$ cat config.mk
export PLATFORM = sky130hd
export DESIGN_NAME = tod_clock
export DESIGN_NICKNAME = d
export VERILOG_FILES = /design/src/rtl/tod_pkg.sv /design/src/rtl/tod_prescaler.sv /design/src/rtl/tod_time.sv /design/src/rtl/tod_clock.sv
export SDC_FILE = /design/constraint.sdc
export NUM_CORES = 1
export LEC_CHECK = 0
export BUFFER_PORTS_ARGS = -buffer_cell sky130_fd_sc_hd__buf_2
export CAP_MARGIN = 10
export CORE_UTILIZATION = 40
export DETAILED_ROUTE_END_ITERATION = 12
export PLACE_DENSITY = 0.66
export SETUP_SLACK_MARGIN = 0.2
export SLEW_MARGIN = 20
export SYNTH_ARGS = -nofsm -noshare
export SYNTH_HDL_FRONTEND = slang
export SYNTH_SLANG_ARGS = --single-unit
$ cat constraint.sdc
create_clock -name clk_i -period 6.05 [get_ports clk_i]
set_input_delay 0.605 -clock clk_i [delete_from_list [all_inputs] [get_ports clk_i]]
set_output_delay 0.605 -clock clk_i [all_outputs]
set_load 0.01 [all_outputs]
$ cat src/rtl/tod_pkg.sv
package tod_pkg;

  typedef struct packed {
    logic [7:0] hour;
    logic [7:0] minute;
    logic [7:0] second;
    logic [7:0] tenth;
  } tod_t;

  typedef enum logic [1:0] {
    F_TENTH = 2'd0,
    F_SEC   = 2'd1,
    F_MIN   = 2'd2,
    F_HOUR  = 2'd3
  } field_e;

  localparam logic [7:0] HOUR_MASK = 8'h9f;
  localparam logic [4:0] HOUR_TWELVE = 5'h12;

  // {carry, next}: wraps to 0 after {top_hi, 9}
  function automatic logic [8:0] bcd_inc(input logic [7:0] v, input logic [3:0] top_hi);
    if (v == {top_hi, 4'h9})   return 9'h100;
    else if (v[3:0] == 4'h9)   return {1'b0, v[7:4] + 4'h1, 4'h0};
    else                       return {1'b0, v[7:4], v[3:0] + 4'h1};
  endfunction

  function automatic logic [7:0] hour_inc(input logic [7:0] h);
    logic       pm;
    logic [4:0] hv;
    pm = h[7];
    hv = h[4:0];
    if (hv == 5'h11) pm = ~pm;
    if (hv == HOUR_TWELVE)    hv = 5'h01;
    else if (hv == 5'h09)     hv = 5'h10;
    else                      hv = hv + 5'd1;
    return {pm, 2'b00, hv};
  endfunction

  function automatic logic [7:0] pick_field(input tod_t t, input field_e f);
    case (f)
      F_TENTH: return t.tenth;
      F_SEC:   return t.second;
      F_MIN:   return t.minute;
      default: return t.hour;
    endcase
  endfunction

endpackage

$ cat src/rtl/tod_prescaler.sv
module tod_prescaler #(
  parameter int SYNC_STAGES = 2,
  parameter int DIV_50      = 5,
  parameter int DIV_60      = 6
) (
  input  logic clk_i,
  input  logic rst_ni,
  input  logic line_i,
  input  logic mode_50_i,
  output logic tick_o
);

  localparam int DIV_MAX = (DIV_50 > DIV_60) ? DIV_50 : DIV_60;
  localparam int CW      = (DIV_MAX > 1) ? $clog2(DIV_MAX) : 1;

  logic [SYNC_STAGES-1:0] sync_q;
  logic                   line_d_q;
  logic                   mode_q;
  logic [CW-1:0]          cnt_q;
  logic [CW-1:0]          div_last;
  logic                   rise;
  logic                   mode_chg;

  generate
    if (SYNC_STAGES == 1) begin : g_sync1
      always_ff @(posedge clk_i or negedge rst_ni)
        if (!rst_ni) sync_q <= '0;
        else         sync_q <= line_i;
    end else begin : g_syncn
      always_ff @(posedge clk_i or negedge rst_ni)
        if (!rst_ni) sync_q <= '0;
        else         sync_q <= {sync_q[SYNC_STAGES-2:0], line_i};
    end
  endgenerate

  assign rise     = sync_q[SYNC_STAGES-1] & ~line_d_q;
  assign div_last = mode_50_i ? CW'(DIV_50 - 1) : CW'(DIV_60 - 1);
  assign mode_chg = mode_50_i != mode_q;
  assign tick_o   = rise && !mode_chg && (cnt_q == div_last);

  always_ff @(posedge clk_i or negedge rst_ni) begin
    if (!rst_ni) begin
      line_d_q <= 1'b0;
      mode_q   <= 1'b0;
      cnt_q    <= '0;
    end else begin
      line_d_q <= sync_q[SYNC_STAGES-1];
      mode_q   <= mode_50_i;
      if (mode_chg)    cnt_q <= '0;
      else if (rise)   cnt_q <= (cnt_q == div_last) ? '0 : cnt_q + 1'b1;
    end
  end

  assert_tick_spacing_R1: assert property (@(posedge clk_i) disable iff (!rst_ni)
    tick_o |=> !tick_o);

  assert_mode_restart_R1: assert property (@(posedge clk_i) disable iff (!rst_ni)
    mode_chg |=> !tick_o);

endmodule

$ cat src/rtl/tod_time.sv
module tod_time
  import tod_pkg::*;
(
  input  logic       clk_i,
  input  logic       rst_ni,
  input  logic       tick_i,
  input  logic       wr_en_i,
  input  field_e     wr_field_i,
  input  logic [7:0] wr_data_i,
  output tod_t       time_o,
  output logic       run_o,
  output logic       stepped_o
);

  tod_t       time_q, time_nxt;
  logic       run_q;
  logic [8:0] c_t, c_s, c_m;
  logic [7:0] hour_wr;

  always_comb begin
    time_nxt = time_q;
    c_t = bcd_inc(time_q.tenth, 4'h0);
    c_s = bcd_inc(time_q.second, 4'h5);
    c_m = bcd_inc(time_q.minute, 4'h5);
    time_nxt.tenth = c_t[7:0];
    if (c_t[8]) begin
      time_nxt.second = c_s[7:0];
      if (c_s[8]) begin
        time_nxt.minute = c_m[7:0];
        if (c_m[8]) time_nxt.hour = hour_inc(time_q.hour);
      end
    end
  end

  // caller masks hours; twelve flips PM on clock writes only
  assign hour_wr = (wr_data_i[4:0] == HOUR_TWELVE) ? (wr_data_i ^ 8'h80) : wr_data_i;

  always_ff @(posedge clk_i or negedge rst_ni) begin
    if (!rst_ni) begin
      time_q <= '{hour: 8'h01, minute: 8'h00, second: 8'h00, tenth: 8'h00};
      run_q  <= 1'b0;
    end else if (wr_en_i) begin
      case (wr_field_i)
        F_TENTH: begin time_q.tenth <= wr_data_i; run_q <= 1'b1; end
        F_SEC:   time_q.second <= wr_data_i;
        F_MIN:   time_q.minute <= wr_data_i;
        default: begin time_q.hour <= hour_wr; run_q <= 1'b0; end
      endcase
    end else if (tick_i && run_q) begin
      time_q <= time_nxt;
    end
  end

  assign time_o    = time_q;
  assign run_o     = run_q;
  assign stepped_o = tick_i & run_q & ~wr_en_i;

  assert_stopped_hold_R5: assert property (@(posedge clk_i) disable iff (!rst_ni)
    (!run_q && !wr_en_i) |=> $stable(time_q));

  assert_hour_wr_stops_R5: assert property (@(posedge clk_i) disable iff (!rst_ni)
    (wr_en_i && wr_field_i == F_HOUR) |=> !run_q);

  assert_tenth_wr_runs_R5: assert property (@(posedge clk_i) disable iff (!rst_ni)
    (wr_en_i && wr_field_i == F_TENTH) |=> run_q);

  assert_tenth_step_R2: assert property (@(posedge clk_i) disable iff (!rst_ni)
    (tick_i && run_q && !wr_en_i && time_q.tenth[3:0] != 4'h9)
      |=> time_q.tenth == $past(time_q.tenth) + 8'h01);

endmodule

$ cat src/rtl/tod_clock.sv
module tod_clock
  import tod_pkg::*;
#(
  parameter int SYNC_STAGES = 2,
  parameter int DIV_50      = 5,
  parameter int DIV_60      = 6
) (
  input  logic       clk_i,
  input  logic       rst_ni,
  input  logic       line_i,
  input  logic       mode_50_i,
  input  logic       alarm_sel_i,
  input  logic       wr_en_i,
  input  logic       rd_en_i,
  input  logic [1:0] addr_i,
  input  logic [7:0] wr_data_i,
  output logic [7:0] rd_data_o,
  output logic       alarm_o
);

  field_e     field;
  logic [7:0] wdata;
  logic       tick_w, run_w, stepped_w;
  logic       clk_wr, alm_wr;
  tod_t       time_w, alarm_q, snap_q;
  logic       latched_q, evt_q;

  assign field  = field_e'(addr_i);
  assign wdata  = (field == F_HOUR) ? (wr_data_i & HOUR_MASK) : wr_data_i;
  assign clk_wr = wr_en_i & ~alarm_sel_i;
  assign alm_wr = wr_en_i & alarm_sel_i;

  tod_prescaler #(
    .SYNC_STAGES(SYNC_STAGES),
    .DIV_50     (DIV_50),
    .DIV_60     (DIV_60)
  ) u_presc (
    .clk_i    (clk_i),
    .rst_ni   (rst_ni),
    .line_i   (line_i),
    .mode_50_i(mode_50_i),
    .tick_o   (tick_w)
  );

  tod_time u_time (
    .clk_i     (clk_i),
    .rst_ni    (rst_ni),
    .tick_i    (tick_w),
    .wr_en_i   (clk_wr),
    .wr_field_i(field),
    .wr_data_i (wdata),
    .time_o    (time_w),
    .run_o     (run_w),
    .stepped_o (stepped_w)
  );

  always_ff @(posedge clk_i or negedge rst_ni) begin
    if (!rst_ni) begin
      alarm_q <= '0;
    end else if (alm_wr) begin
      case (field)
        F_TENTH: alarm_q.tenth  <= wdata;
        F_SEC:   alarm_q.second <= wdata;
        F_MIN:   alarm_q.minute <= wdata;
        default: alarm_q.hour   <= wdata;
      endcase
    end
  end

  // hours read captures, tenths read releases
  always_ff @(posedge clk_i or negedge rst_ni) begin
    if (!rst_ni) begin
      snap_q    <= '0;
      latched_q <= 1'b0;
      rd_data_o <= '0;
    end else if (rd_en_i) begin
      rd_data_o <= latched_q ? pick_field(snap_q, field) : pick_field(time_w, field);
      if (!latched_q && field == F_HOUR) begin
        snap_q    <= time_w;
        latched_q <= 1'b1;
      end
      if (field == F_TENTH) latched_q <= 1'b0;
    end
  end

  always_ff @(posedge clk_i or negedge rst_ni) begin
    if (!rst_ni) evt_q <= 1'b0;
    else         evt_q <= wr_en_i | stepped_w;
  end

  assign alarm_o = evt_q & run_w & (time_w == alarm_q);

  assert_snap_hold_R4: assert property (@(posedge clk_i) disable iff (!rst_ni)
    latched_q |=> $stable(snap_q));

  assert_alarm_wr_isolated_R7: assert property (@(posedge clk_i) disable iff (!rst_ni)
    (alm_wr && !tick_w) |=> $stable(time_w));

  assert_alarm_running_R8: assert property (@(posedge clk_i) disable iff (!rst_ni)
    alarm_o |-> run_w);

  assert_alarm_pulse_R8: assert property (@(posedge clk_i) disable iff (!rst_ni)
    (alarm_o && !wr_en_i && !tick_w) |=> !alarm_o);

endmodule

After elaboration in Yosys (flattened, before gate mapping) --
Cells that the tools add are included. W data, S select, Z words.
Storage, ports and cells: output and inout port bits 9, bits in registers 114, word-level logic and storage cells 131, input bits 17
Operators by class: equality and inequality tests 20, reduce and logical (&&, ||, !) cells 34, $add $sub $neg 8, bitwise logic cells 15, muxes and demuxes 30
Operators by type and width (count):
- $mux W8 | 10
- $mux W32 | 2
- $pmux W8 S3 | 2
- $eq A32 B32 Y1 | 1
- $mux W9 | 3
- $add A4 B1 Y4 const B | 6
- $mux W24 | 1
- $eq A8 B7 Y1 const B | 2
- $mux W16 | 1
- $reduce_and A2 Y1 | 8
- $eq A5 B5 Y1 const B | 3
- $reduce_bool A2 Y1 | 7
- $eq A4 B4 Y1 const B | 3
- $mux W5 | 2
- $reduce_and A5 Y1 | 2
- $mux W3 | 3
- $reduce_bool A3 Y1 | 3
- $eq A8 B4 Y1 const B | 1
- $ne A2 B2 Y1 const B | 4
- $reduce_and A4 Y1 | 2
- $and A1 B1 Y1 | 7
- $mux W7 | 1
- $not A1 Y1 | 7
- $reduce_and A3 Y1 | 2
- other kinds (16) | 24

Logic depth before layout (Yosys ltp) --
Gate-level depths: netlist of the first run.
word-level depth 8, mapped depth 8, mapped depth without buffers 7

By module --
A second synthesis of the first run with hierarchy kept.
Second synthesis, totals: cell total of the unflattened synthesis 518, area total of the unflattened synthesis 6318.6 µm²
By module, submodules not included:
- tod_clock | seq. area each 1851.8 µm², instances 1, area each 3679.8 µm², cells an instance 249
- tod_time | seq. area each 827.0 µm², instances 1, area each 2327.2 µm², cells an instance 243
- tod_prescaler | seq. area each 175.2 µm², instances 1, area each 311.5 µm², cells an instance 26

Least setup slack after synthesis of the first run --
OpenSTA, ideal clock, no wires.
kind reg2out, from reg u_time.time_q, in the netlist u_time.time_o[14], to out alarm_o, path buffers 1, slack 3.547 ns, arrival time 1.898 ns, required time 5.445 ns, stages on the path, launching flop included 7, cells stage by stage dfrtp_1 -> clkbuf_1 -> xor2_1 -> nor4_1 -> nand4_1 -> or4_1 -> nor4_1
On the way: longest elaborated chain between the ends 2
Ends and longest elaborated chain:
- start: declaration | RTL line tod_time.sv:15 | tod_t time_q, time_nxt;
- start signal: assignment | RTL line tod_time.sv:40 | time_q <= '{hour: 8'h01, minute: 8'h00, second: 8'h00, tenth: 8'h00};
- start signal: assignment | RTL line tod_time.sv:50 | time_q <= time_nxt;
- $eq A32 B32 Y1 | RTL line tod_clock.sv:91 | assign alarm_o = evt_q & run_w & (time_w == alarm_q);
- $and A1 B1 Y1 | RTL line tod_clock.sv:91
- end: declaration | RTL line tod_clock.sv:18 | output logic alarm_o
No other way between the ends.

Worst setup path after layout of the first run --
from reg u_time.time_q, in the netlist u_time.time_o[17], to out alarm_o
Same word-level chain as after synthesis.

==> summary.txt, run 1 <==
Floorplan
  – Die area: 15,500 sq um
  – Starting Density: 41.1%
  – IO Pins: 26
  – Die X: 125 microns
  – Core Rows: 44
  – Die Y: 125 microns
  – Core Box Area: 14,600 sq um

Pwr
  – Flop pwr share: a little over two fifths
  – Net Sw Frac: 31.6%
  – P_int: ~1.8 mW
  – Power Density: 394 nW/um^2
  – IR drop worst, VDD: 0.000240 V
  – Clock power frac: 35.6%
  – Leak: 3.05 nW
  – Comb pwr share: 21.0%
  – Sw power: 0.853 mW

Global route
  – Initial antenna violation count: 1
  – Global Route Usage Sum: 20.9%
  – First-pass GRT wire length: 24,400 microns
  – Gr ovfl total: 0
  – Met1 usage: 29.3%
  – Largest net degree at the start of global routing: 68
  – GR Layer Usage met2: between 30% and 40%
  – Vias in the first global route: ~4,500
  – GR peak layer: met2
  – Met3 Usage GRT: under 10%

Min path
  – Hold Path Class: in -> async

Clock tree
  – Maximum clock path buffer count: 2
  – Post-CTS setup buffer count: 0
  – Hold buffer count at CTS: 0
  – Clock tree from TritonCTS: done
  – # resized after CTS: 0
  – Root Buffer: clkbuf_16
  – Clk sinks: 114
  – CTS buffer count: 17
  – Worst skew pair latency: 420 ps
  – H-tree depth: 4
  – Worst-path clk slew: 50 ps

Timing
  – Fin Clk Skew: 12.9 ps
  – Fmax: 0.322 GHz
  – Slew headroom: 39.2%
  – Setup TNS Final: 0 ps
  – RSZ-0062 raised after global routing: no
  – Tcrit/Tclk final: 51.4%
  – Fin. max-slew vios: 0
  – Slew @ Worst Pin: between 900 and 1000 ps
  – Count of final hold-check violations: 0
  – Final Setup Violations: 0
  – Final WS setup: 2940 ps
  – Crit path time final: 3110 ps

Cells and area
  – Fill count: 1,335
  – Synth-to-layout area growth: 14.1%
  – NumNets Final: 613
  – Most frequent cells in the layout: dfrtp_1, nand2_1, o21ai_0
  – Multi-input logic area: 2930 sq um
  – Antenna diodes: 0
  – Most common cell after layout, fill and taps aside: dfrtp_1
  – Reg area: about 2900 sq um
  – Layout cells sized above 1: 20.1%

Place
  – GP Congestion: 0.953
  – # port buffers: 25
  – Pre-CTS setup slack: 3280 ps
  – Final HPWL DP: 10,700 microns

Worst setup path
  – Crit path buffers/inverters: 1
  – R2r worst-path depth: 7
  – Max stage delay cell, worst path: or4_1
  – Worst R2R Setup Slack: 3450 ps
  – Crit Path Max Fanout: 5
  – Startpoint Class: flip-flop
  – Worst Setup End Kind: output pin
  – CP Cell Sequence: xor2_1 -> nor4_1 -> nand4_1 -> or4_1 -> nor4_1 -> buf_2
  – CP top delay family: simple AND/OR/NAND/NOR gates
  – CP peak stage delay: 540 ps
  – Worst Path Arrival: 2510 ps
  – Critical path class: reg -> out
  – CP Depth: 6
  – Crit path top cell by count: nor4_1
  – Critical path required time: 5440 ps

Synthesis
  – Syn Inst Count: 554
  – Synth Warn #: 0
  – Mux contribution to synthesized area: 12.0%
  – Synth Area in XOR/XNOR: 5.40%
  – Post-Synthesis Cell Area: 6000 sq um
  – Main combinational cell family by area after synthesis: compound AO/OA/AOI/OAI gates
  – Seq/Total Area, Yosys: a little under half
  – Compound-Gate Fraction of Synth Area: 14.8%
  – Post-Syn Nets: 592
  – Synth Register Bits: 114
  – Post-synthesis adder-cell area fraction: 4.38%
  – Yosys cell types: 53
  – Post-synthesis simple-gate area fraction: roughly an eighth
  – Post-synth EDFFs: 0
  – Async SR Flop Fraction: 100%
  – Syn avg cell area: 10.8 sq um
  – Ys flop type: dfrtp_1

Drt
  – Iteration-0 DRC count of the detailed router: 487
  – Vias: 4,495
  – Post-DRT Antenna Nets: 0
  – # DRC: 0
  – Wire per inst: between 15 and 20 microns
  – Drt via density: a little under 6
  – Final wirelength: 15,300 microns
  – Drt first pass iters: 7

Status
  – Status: completed

Flow run
  – Max Cap Viol: 0
-- final cells by class --
type                       instances  area share, %
tap                              184           3.36
sequential                       114           41.7
clock inverter                     9           1.55
inverter                          29           1.59
clock buffer                      23           6.83
timing repair buffer              28           2.19
multi-input combinational        385           42.8
-- power groups by stage --
stage	Combinational, mW	Sequential (mW)	Clock (mW)
global placement	0.541	1.16	0
floorplan	0.429	1.08	0
global route	0.638	1.19	1.02
detailed placement	0.559	1.18	0
finish	0.567	1.17	0.961
CTS	0.567	1.16	0.980
-- sequential cells by signal, summed over array words and instances (netlist names) --
signal / cells
alarm_q: 32
evt_q: 1
latched_q: 1
rd_data_o: 8
snap_q: 32
u_presc.cnt_q: 3
u_presc.line_d_q: 1
u_presc.mode_q: 1
u_presc.sync_q: 2
u_time.run_o: 1
u_time.time_o: 32
-- synthesized netlist by cell type (3+ instances only) --
library cell	n	share of area (%)
inv_1	29	1.8
buf_2	5	0.42
o21a_1	4	0.50
xnor2_1	12	1.8
dfrtp_1	113	47
nand2_1	57	3.6
ha_1	21	4.4
buf_1	4	0.25
mux4_2	8	3.0
a22o_1	8	1.2
nor2_1	22	1.4
o21ai_0	51	4.3
o31ai_1	5	0.63
nor2b_1	3	0.31
and2_1	4	0.42
mux2_2	41	7.7
nand2b_1	7	0.73
o211ai_1	4	0.50
and3b_1	3	0.44
a222oi_1	16	2.7
o22ai_1	5	0.52
a21oi_1	20	1.7
xor2_1	25	3.6
nand3b_1	7	0.88
nor4_1	6	0.63
o31a_1	3	0.44
mux2_4	4	1.0
nand4_1	6	0.63
nand3_1	15	1.3
clkbuf_1	16	1.0
-- cells by family after synthesis --
logic type	Yosys count
multiplexers	55
AO/OA/AOI/OAI	128
flip-flops	114
adder cells (fa/ha/maj)	21
AND/OR/NAND/NOR	144
XOR/XNOR	37
buffers and inverters	55
-- routing by layer --
metal	wire [microns]	share of wire (%)
met4	374	2.4
met5	0	0
met3	1210	7.9
met1	7090	46
met2	6600	43
-- path summary, 6_finish.rpt --
path	startpoint	endpoint
setup / recovery	u_time.time_o[17]$_DFFE_PN0P_	alarm_o
hold / removal	rst_ni	alarm_q[18]$_DFFE_PN0P_
setup reg to reg	u_time.time_o[4]$_DFFE_PN0P_	u_time.time_o[25]$_DFFE_PN0P_
hold reg to reg	u_presc.sync_q[0]$_DFF_PN0_	u_presc.sync_q[1]$_DFF_PN0_
max in group asynchronous	rst_ni	u_presc.sync_q[1]$_DFF_PN0_
min in group clk_i	line_i	u_presc.sync_q[0]$_DFF_PN0_
-- metrics by stage --
step	util, %	total power [mW]	instances	hold slack [ps]	cell area [sq um]
after floorplan	-	1.51	554	309	6000
after global placement	43.0	1.71	740	336	6280
after detailed placement	43.0	1.73	740	345	6280
after CTS	47.0	2.71	772	228	6850
after global routing	47.0	2.85	772	265	6850
final	47.0	2.70	772	187	6850
(Power assumes the default switching activity.)
==> run 2, diff against run 1 <==
- clock period: 6.05 -> 3 ns (I/O delays scaled with it)
==> run 2 against run 1 <==
Net effect:
- cell count increased by 2.3%
- power increased by 110%
- design area increased by 3.7%
- sequential power rose by 99%
- worst hold slack worse by 120 ps
- clock-buffer cell count down 2
- routed wire length rose by 3.9%
- utilization up 1.7 points
- register-to-register slack worse by 2900 ps
- global-route usage up 0.69 points
- critical endpoint unchanged
==> summary.txt, run 2 (synthesis results as in run 1) <==
Global route
  – Met3 Usage GRT: 5.63% (-0.043 points)
  – Largest net degree at the start of global routing: 85 (+25%)
  – Gr ovfl total: 0 (unchanged)
  – Global Route Usage Sum: 21.6% (+0.69 points)
  – Initial antenna violation count: 0 (-1)
  – Vias in the first global route: 4,511 (+0.76%)
  – GR peak layer: met1
  – GR Layer Usage met2: 30.5% (+0.45 points)
  – First-pass GRT wire length: 25,600 microns (+4.9%)
  – Met1 usage: 31.9% (+2.5 points)

Worst setup path
  – Worst Setup End Kind: output pin
  – Crit Path Max Fanout: 6 (+1)
  – Critical path class: reg -> out
  – CP peak stage delay: 570 ps (+30 ps)
  – Worst Path Arrival: 2400 ps (-110 ps)
  – CP top delay family: simple AND/OR/NAND/NOR gates
  – Critical path required time: 2700 ps (-2740 ps)
  – CP Cell Sequence: xor2_1 -> nor4_1 -> nand4_1 -> or4_4 -> nor4_4 -> buf_2
  – Crit path buffers/inverters: 1 (unchanged)
  – Startpoint Class: flip-flop
  – Max stage delay cell, worst path: or4_4

Timing
  – RSZ-0062 raised after global routing: no
  – Fin. max-slew vios: 0 (unchanged)
  – Crit path time final: 2700 ps
  – Count of final hold-check violations: 0 (unchanged)
  – Tcrit/Tclk final: between 90% and 100%
  – Slew headroom: 48.9% (+9.7 points)
  – Setup TNS Final: 0 ps (unchanged)
  – Slew @ Worst Pin: 759 ps (-153 ps)
  – Fmax: 0.370 GHz
  – Final Setup Violations: 0 (unchanged)
  – Fin Clk Skew: 8.84 ps (-4.02 ps)

Place
  – Placed Cells incl. Taps: 747 (+0.95%)
  – Final HPWL DP: 11,200 microns (+5.1%)
  – GP Congestion: 0.893 (-6.3%)
  – # port buffers: 25 (unchanged)
  – Placed Instance Area: 6340 sq um (+1.0%)

Flow run
  – Max Cap Viol: 0 (unchanged)

Floorplan
  – Die X: 125 microns (unchanged)
  – Starting Density: 41.1% (unchanged)
  – Core Box Area: 14,600 sq um (unchanged)
  – IO Pins: 26 (unchanged)
  – Die Y: 125 microns (unchanged)
  – Die area: 15,500 sq um (unchanged)
  – Core Rows: 44 (unchanged)

Drt
  – Post-DRT Antenna Nets: 0 (unchanged)
  – Drt first pass iters: 6 (-1)
  – # DRC: 0 (unchanged)
  – Drt via density: 5.75 (-1.2%)
  – Wire per inst: 20.1 microns (+1.5%)
  – Vias: 4,543 (+1.1%)
  – Final wirelength: 15,900 microns (+3.9%)
  – Iteration-0 DRC count of the detailed router: 416 (-15%)

Pwr
  – Comb pwr share: 22.0% (+1.0 points)
  – P_int: 3.96 mW (+110%)
  – Leak: 3.17 nW (+4.0%)
  – IR drop worst, VDD: 0.000618 V (+160%)
  – Flop pwr share: 40.6% (-2.8 points)
  – Power Density: 806 nW/um^2 (+100%)
  – Clock power frac: 37.4% (+1.8 points)
  – Sw power: 1.76 mW (+110%)
  – Net Sw Frac: 30.8% (-0.83 points)

Clock tree
  – Maximum clock path buffer count: 2 (unchanged)
  – CTS buffer count: 17 (unchanged)
  – H-tree depth: 4 (unchanged)
  – Clk sinks: 114 (unchanged)
  – Clock tree from TritonCTS: done
  – Worst skew pair latency: 420 ps (about the same)
  – Worst-path clk slew: 60 ps (about the same)
  – Root Buffer: clkbuf_16

Status
  – Status: completed

Cells and area
  – Most frequent cells in the layout: dfrtp_1, nand2_1, o21ai_0
  – Post-route cell area: 7100 sq um (+3.7%)
  – Synth-to-layout area growth: 18.3%
  – NumNets Final: 631 (+2.9%)
  – Layout cells sized above 1: 25.1% (+5.0 points)
  – Cell Count, Final, Fillers Out: 790 (+2.3%)
  – Most common cell after layout, fill and taps aside: dfrtp_1
  – Fill count: 1,314 (-1.6%)
  – Antenna diodes: 0 (unchanged)

Min path
  – Hold Path Class: in -> reg
[run 2: power groups by stage]
stage                     Clock [mW]  Sequential (mW)  Combinational (mW)
after floorplan                    0             2.19               0.866
after global placement             0             2.32                1.15
after detailed placement           0             2.34                1.17
after CTS                       2.17             2.32                1.19
after global routing            2.24             2.37                1.40
final                           2.14             2.33                1.26
[run 2: layer usage]
metal  share of wire (%)  vias up
met1                  48     2251
met4                 1.4        0
li1                    -     2096
met5                   0        -
met3                 7.1       22
met2                  44      174
[run 2: layout make-up]
type / count / area [sq um] / share of cell area (%)
Inverter: 29 / 109 / 1.53
Clock buffer: 21 / 470 / 6.62
Timing Repair Buffer: 46 / 303 / 4.26
Sequential cell: 114 / 2870 / 40.4
Clock inverter: 11 / 158 / 2.22
Multi-Input combinational cell: 385 / 2960 / 41.7
Tap cell: 184 / 230 / 3.24
[run 2: path summary, 6_finish.rpt]
path | start | endpoint | slack (ps) | depth (start not counted)
min in group asynchronous | rst_ni | u_time.time_o[2]$_DFFE_PN0P_ | 370 | 2
setup reg to reg | u_time.time_o[4]$_DFFE_PN0P_ | u_time.time_o[25]$_DFFE_PN0P_ | 530 | 7
max in group asynchronous | rst_ni | u_time.time_o[4]$_DFFE_PN0P_ | 1820 | 3
hold / removal | mode_50_i | u_presc.mode_q$_DFF_PN0_ | 70 | 1
setup / recovery | u_time.time_o[2]$_DFFE_PN0P_ | alarm_o | 300 | 6
hold reg to reg | u_presc.sync_q[0]$_DFF_PN0_ | u_presc.sync_q[1]$_DFF_PN0_ | 350 | 0
[run 2: repair_timing]
item                       CTS  global route
hold buffers                 2             0
gates cloned                 0             0
pin swaps                    0             6
hold endpoints to repair    31             0
buffers inserted             0             9
setup endpoints to repair    1             1
resized for setup            4            12
[run 2: per-stage QoR]
| stage | power [mW] | hold slack [ps] | setup slack (ps) | utilization [%] |
|---|---|---|---|---|
| after global placement | 3.47 | 261 | 646 | 43.5 |
| after detailed placement | 3.50 | 269 | 563 | 43.5 |
| after floorplan | 3.05 | 4.41 | 802 | - |
| after global routing | 6.01 | 57.4 | 202 | 48.7 |
| after CTS | 5.68 | 52.9 | 204 | 48.0 |
| final | 5.73 | 67.6 | 300 | 48.7 |
